File: config.mk
export PLATFORM = sky130hd
export DESIGN_NAME = usec_timer
export DESIGN_NICKNAME = d
export VERILOG_FILES = /design/src/rtl/usec_timer.sv
export SDC_FILE = /design/constraint.sdc
export NUM_CORES = 1
export LEC_CHECK = 0
export BUFFER_PORTS_ARGS = -buffer_cell sky130_fd_sc_hd__buf_2
export CORE_MARGIN = 4
export CORE_UTILIZATION = 46
export CTS_CLUSTER_DIAMETER = 200
export DETAILED_ROUTE_END_ITERATION = 12
export HOLD_SLACK_MARGIN = 0.02
export PLACE_DENSITY = 0.71
export SLEW_MARGIN = 0
export SYNTH_ARGS = -nofsm -noshare
export SYNTH_HDL_FRONTEND = slang
export SYNTH_SLANG_ARGS = --single-unit
File: constraint.sdc
create_clock -name clk -period 1.8 [get_ports clk]
set_input_delay 0.09 -clock clk [delete_from_list [all_inputs] [get_ports clk]]
set_output_delay 0.09 -clock clk [all_outputs]
set_load 0.1 [all_outputs]
File: src/rtl/usec_timer.sv
module usec_timer #(
  parameter int DIV       = 125,
  parameter int CNT_W     = 12,
  parameter int DATA_W    = 8,
  parameter int ADDR_W    = 8,
  parameter logic [ADDR_W-1:0] BASE_ADDR = 8'h30,
  parameter int FAST_BIT  = 6,
  parameter int SLOW_BIT  = 9
) (
  input  logic              clk,
  input  logic              rst_n,
  input  logic              rd_en,
  input  logic [ADDR_W-1:0] rd_addr,
  output logic [DATA_W-1:0] rd_data,
  output logic              fast_tick_o,
  output logic              slow_tick_o
);
  localparam int HI_W  = CNT_W - DATA_W;
  localparam int DIV_W = $clog2(DIV + 1);
  localparam logic [ADDR_W-1:0] HI_ADDR = ADDR_W'(BASE_ADDR + 1);

  logic [DIV_W-1:0] div_q;
  logic [CNT_W-1:0] cnt_q;
  logic [HI_W-1:0]  hold_q;
  logic             fast_prev_q, slow_prev_q;
  logic             tick, lo_sel, hi_sel;

  assign tick   = (div_q == DIV_W'(DIV - 1));
  assign lo_sel = (rd_addr == BASE_ADDR);
  assign hi_sel = (rd_addr == HI_ADDR);

  always_ff @(posedge clk) begin
    if (!rst_n) begin
      div_q       <= '0;
      cnt_q       <= '0;
      hold_q      <= '0;
      fast_prev_q <= 1'b0;
      slow_prev_q <= 1'b0;
    end else begin
      div_q       <= tick ? '0 : div_q + 1'b1;
      cnt_q       <= cnt_q + {{(CNT_W-1){1'b0}}, tick};
      fast_prev_q <= cnt_q[FAST_BIT];
      slow_prev_q <= cnt_q[SLOW_BIT];
      if (rd_en && lo_sel) hold_q <= cnt_q[CNT_W-1:DATA_W];
    end
  end

  assign fast_tick_o = cnt_q[FAST_BIT] & ~fast_prev_q;
  assign slow_tick_o = cnt_q[SLOW_BIT] & ~slow_prev_q;

  always_comb begin
    rd_data = '0;
    if (lo_sel)      rd_data = cnt_q[DATA_W-1:0];
    else if (hi_sel) rd_data = {{(DATA_W-HI_W){1'b0}}, hold_q};
  end
endmodule

==> impl_results.rst <==
.. list-table::
   :header-rows: 1

   * - Metric
     - Value
   * - Number of vias in the routed layout
     - 1026
   * - Data required time at the worst endpoint
     - 2.06 ns
   * - Routed vias/inst
     - 5.29
   * - Area added between synthesis and finish
     - 41.1%
   * - Library cell contributing the largest single delay on the critical path
     - sky130_fd_sc_hd__or4_1
   * - Final number of max-transition violations
     - 0
   * - Total of max-cap violations
     - 0
   * - Number of storage elements in the synthesis netlist
     - 25
   * - Effective utilization at floorplan
     - 50.1%
   * - Clock insertion delay at the later pin of the skew report
     - 0.32 ns
   * - Worst hold slack
     - 0.109 ns
   * - Number of sinks on the clock net
     - 25
   * - Depth of the CTS H-tree
     - 1
   * - Wire length per cell
     - 13.4 um
   * - Post-synthesis cell type with the largest combined area
     - sky130_fd_sc_hd__dfxtp_1
   * - Maximum single-stage delay on the critical path
     - 0.57 ns
   * - Area of the placeable core
     - 2300 um^2
   * - Syn Nets
     - 146
   * - Top-level port count
     - 21
   * - Type of the worst setup path
     - register to register
   * - Async set or reset register ratio after synthesis
     - 0%
   * - Top fanout value on the critical path
     - 5
   * - Sequential share of the synthesized area
     - 43.5%
   * - Maximum ir drop on the vdd rail
     - 0.435 mV
   * - Setup violations, final
     - 2
   * - Max_slew headroom
     - 67.7%
   * - Die ar.
     - 3370 um^2
   * - Number of antenna violations at the first check in global routing
     - 0
   * - Final wirelength
     - 2590 um
   * - Fraction of the cycle the final worst path needs
     - 103%
   * - Crit end category
     - register
   * - Most frequently used flop master after synthesis
     - sky130_fd_sc_hd__dfxtp_1
   * - Fmax
     - 539 MHz
   * - Global route overflow
     - 0
   * - Gp weighted congestion
     - 0.817
   * - Cell count after synthesis
     - 131
   * - Path category of the worst min-delay check
     - input port to register
   * - Lkg Pwr
     - 0.653 nW
   * - CTS tree
     - built
   * - Commonest cells in the netlist
     - 25 x sky130_fd_sc_hd__dfxtp_1, 15 x sky130_fd_sc_hd__nor2_1, 13 x sky130_fd_sc_hd__nand2_1, 10 x sky130_fd_sc_hd__mux2i_1, 9 x sky130_fd_sc_hd__inv_1
   * - Reg-to-reg setup timing slack
     - -0.06 ns
   * - Maximum number of pins on one net before global-route repair
     - 17
   * - Post-placement cell count
     - 184
   * - Standard-cell rows
     - 17
   * - Die width
     - 58.0 um
   * - Area contributors post-synth
     - sky130_fd_sc_hd__dfxtp_1 43%, sky130_fd_sc_hd__mux2i_1 8.7%, sky130_fd_sc_hd__nor2_1 4.9%
   * - Synth Area per Inst
     - 8.79 um^2
   * - Vias in the first global route
     - 972
   * - First drt pass iteration count
     - 4
   * - Residual antenna-violating net count after detailed routing
     - 0
   * - Netlist cell types
     - 27
   * - Run status
     - finished with violations
   * - Drt initial violations
     - 12
   * - RSZ-0062 raised after global routing
     - yes
   * - Die Span Y
     - 58.0 um
   * - Warnings, synthesis
     - 0
   * - Synth Cell Area
     - 1150 um^2
   * - Worst-margin pin slew
     - 0.488 ns
   * - First-pass GRT wire length
     - 4100 um
   * - Buffer type at the clock tree root
     - sky130_fd_sc_hd__clkbuf_4
   * - Endpoints failing hold
     - 0
   * - Area share of the largest cell type after synthesis
     - 43.5%
   * - Worst setup skew after layout
     - 0.00391 ns
   * - Arrival time at the worst endpoint
     - 2.12 ns
   * - Placement Setup Slack
     - -0.0632 ns
   * - Finished Layout Cells
     - 194
   * - Clock Pin Slew Worst Setup and Hold Paths
     - 0.14 ns
   * - Number of buffers created by CTS
     - 3
   * - Violations in the final reports
     - negative setup slack
   * - List of cells traversed by the critical path
     - inv_2, ha_4, nand2_4, nor2_4, ha_4, nand4_1, or4_1, a21oi_1
   * - Proportion of layout cells with a drive suffix above 1
     - 37.3%
   * - Number of flops mapped to enable cells by yosys
     - 0
   * - CP most frequent cell
     - sky130_fd_sc_hd__ha_4
   * - Nets
     - 182
   * - CP startpoint kind
     - register
   * - Post-layout min period
     - 1.86 ns
   * - Worst-case setup margin in the final layout
     - -0.0566 ns
   * - Fill cells
     - 166
   * - Count of unresolved DRC violations after routing
     - 0
   * - Most instantiated library cell after synthesis
     - sky130_fd_sc_hd__dfxtp_1
   * - Power density of the placed cells
     - 554 nW/um^2
   * - Total half-perimeter wirelength after legalization and detailed placement
     - 1920 um
   * - Bufs on Longest Clock Path
     - 2
   * - PortBufs
     - 20
   * - Final core utilization
     - 70.7%
   * - Total inserted antenna cells
     - 0
   * - Gr usage total
     - 15.3%
sequential cells by signal, summed over array words and instances, names as in the netlist:
register / count
cnt_q: 12
div_q: 7
fast_prev_q: 1
hold_q: 4
slow_prev_q: 1
per-stage QoR:
stage	area (um^2)	TNS, ns	total power [mW]
2_1_floorplan	1190	-2.22	0.606
3_3_place_gp	1470	0	0.628
3_5_place_dp	1470	-0.0731	0.632
4_1_cts	1540	-0.0658	0.899
5_1_grt	1620	-0.397	0.936
6_report	1620	-0.0696	0.899
layer usage:
metal  vias to the layer above  routed length (um)  share of wire (%)  global-route usage, %
met3                         6                 155                6.0                   2.67
met4                         0                  47                1.8                   4.97
met5                         -                   0                  0                      0
met2                        27                1190                 46                   26.0
met1                       473                1200                 46                   19.6
li1                        520                   -                  -                      -
layout make-up:
class / count / area [um^2] / share of cell area, %
well taps: 28 / 35.0 / 2.16
inverters: 9 / 33.8 / 2.08
clock buffers: 3 / 22.5 / 1.39
clock inverters: 1 / 7.51 / 0.462
flip-flops and latches: 25 / 507 / 31.2
repair buffers: 34 / 314 / 19.3
multi-input cells: 94 / 704 / 43.4
critical path, delay by kind of cell (launching register included):
family	cells	cell delay, ns
AOI/OAI and AO/OA	1	0.15
DFF	1	0.35
adders and majority gates	2	0.31
buffers and inverters	1	0.06
and+or+nand+nor	4	0.93
report_power, final:
part | internal [mW] | leakage (nW) | switching (mW)
combinational | 0.0387 | 0.435 | 0.0365
clock | 0.0850 | 0.0139 | 0.175
sequential | 0.560 | 0.204 | 0.00374
total | 0.684 | 0.653 | 0.215
worst paths after layout:
path | startpoint | endpoint | cells past startpoint
setup / recovery | div_q[0] | cnt_q[9] | 8
hold / removal | rst_n | div_q[6] | 2
setup reg to reg | div_q[0] | cnt_q[9] | 8
hold reg to reg | hold_q[0] | hold_q[0] | 2
cell usage in the layout (no fill, tap or decap), types with 3 or more instances in the layout:
master / Yosys / routed
sky130_fd_sc_hd__xor2_1: 3 / 3
sky130_fd_sc_hd__and2_1: 5 / 5
sky130_fd_sc_hd__nand2_1: 13 / 12
sky130_fd_sc_hd__buf_12: 0 / 7
sky130_fd_sc_hd__xnor2_1: 3 / 3
sky130_fd_sc_hd__dfxtp_2: 0 / 5
sky130_fd_sc_hd__clkbuf_4: 0 / 3
sky130_fd_sc_hd__o21ai_0: 4 / 4
sky130_fd_sc_hd__buf_2: 0 / 13
sky130_fd_sc_hd__a21oi_1: 6 / 4
sky130_fd_sc_hd__nor2_1: 15 / 14
sky130_fd_sc_hd__inv_1: 9 / 7
sky130_fd_sc_hd__mux2i_1: 10 / 10
sky130_fd_sc_hd__ha_4: 0 / 3
sky130_fd_sc_hd__buf_4: 0 / 13
sky130_fd_sc_hd__dfxtp_1: 25 / 20
sky130_fd_sc_hd__or3_1: 5 / 4
sky130_fd_sc_hd__nand3_1: 6 / 5
logic make-up after synthesis:
family,share of synthesized area (%)
muxes,8.70
DFF,43.5
buffers and inverters,5.22
and+or+nand+nor,26.3
AOI/OAI and AO/OA,7.39
adders and majority gates,4.35
xor gates and xnor gates,4.57
timing repair:
item | CTS | global route
setup endpoints to repair | 3 | 7
hold buffers | 0 | 0
pin swaps | 8 | 9
buffers inserted | 3 | 3
gates resized for setup | 8 | 14
Power figures use the tool's default switching activity.
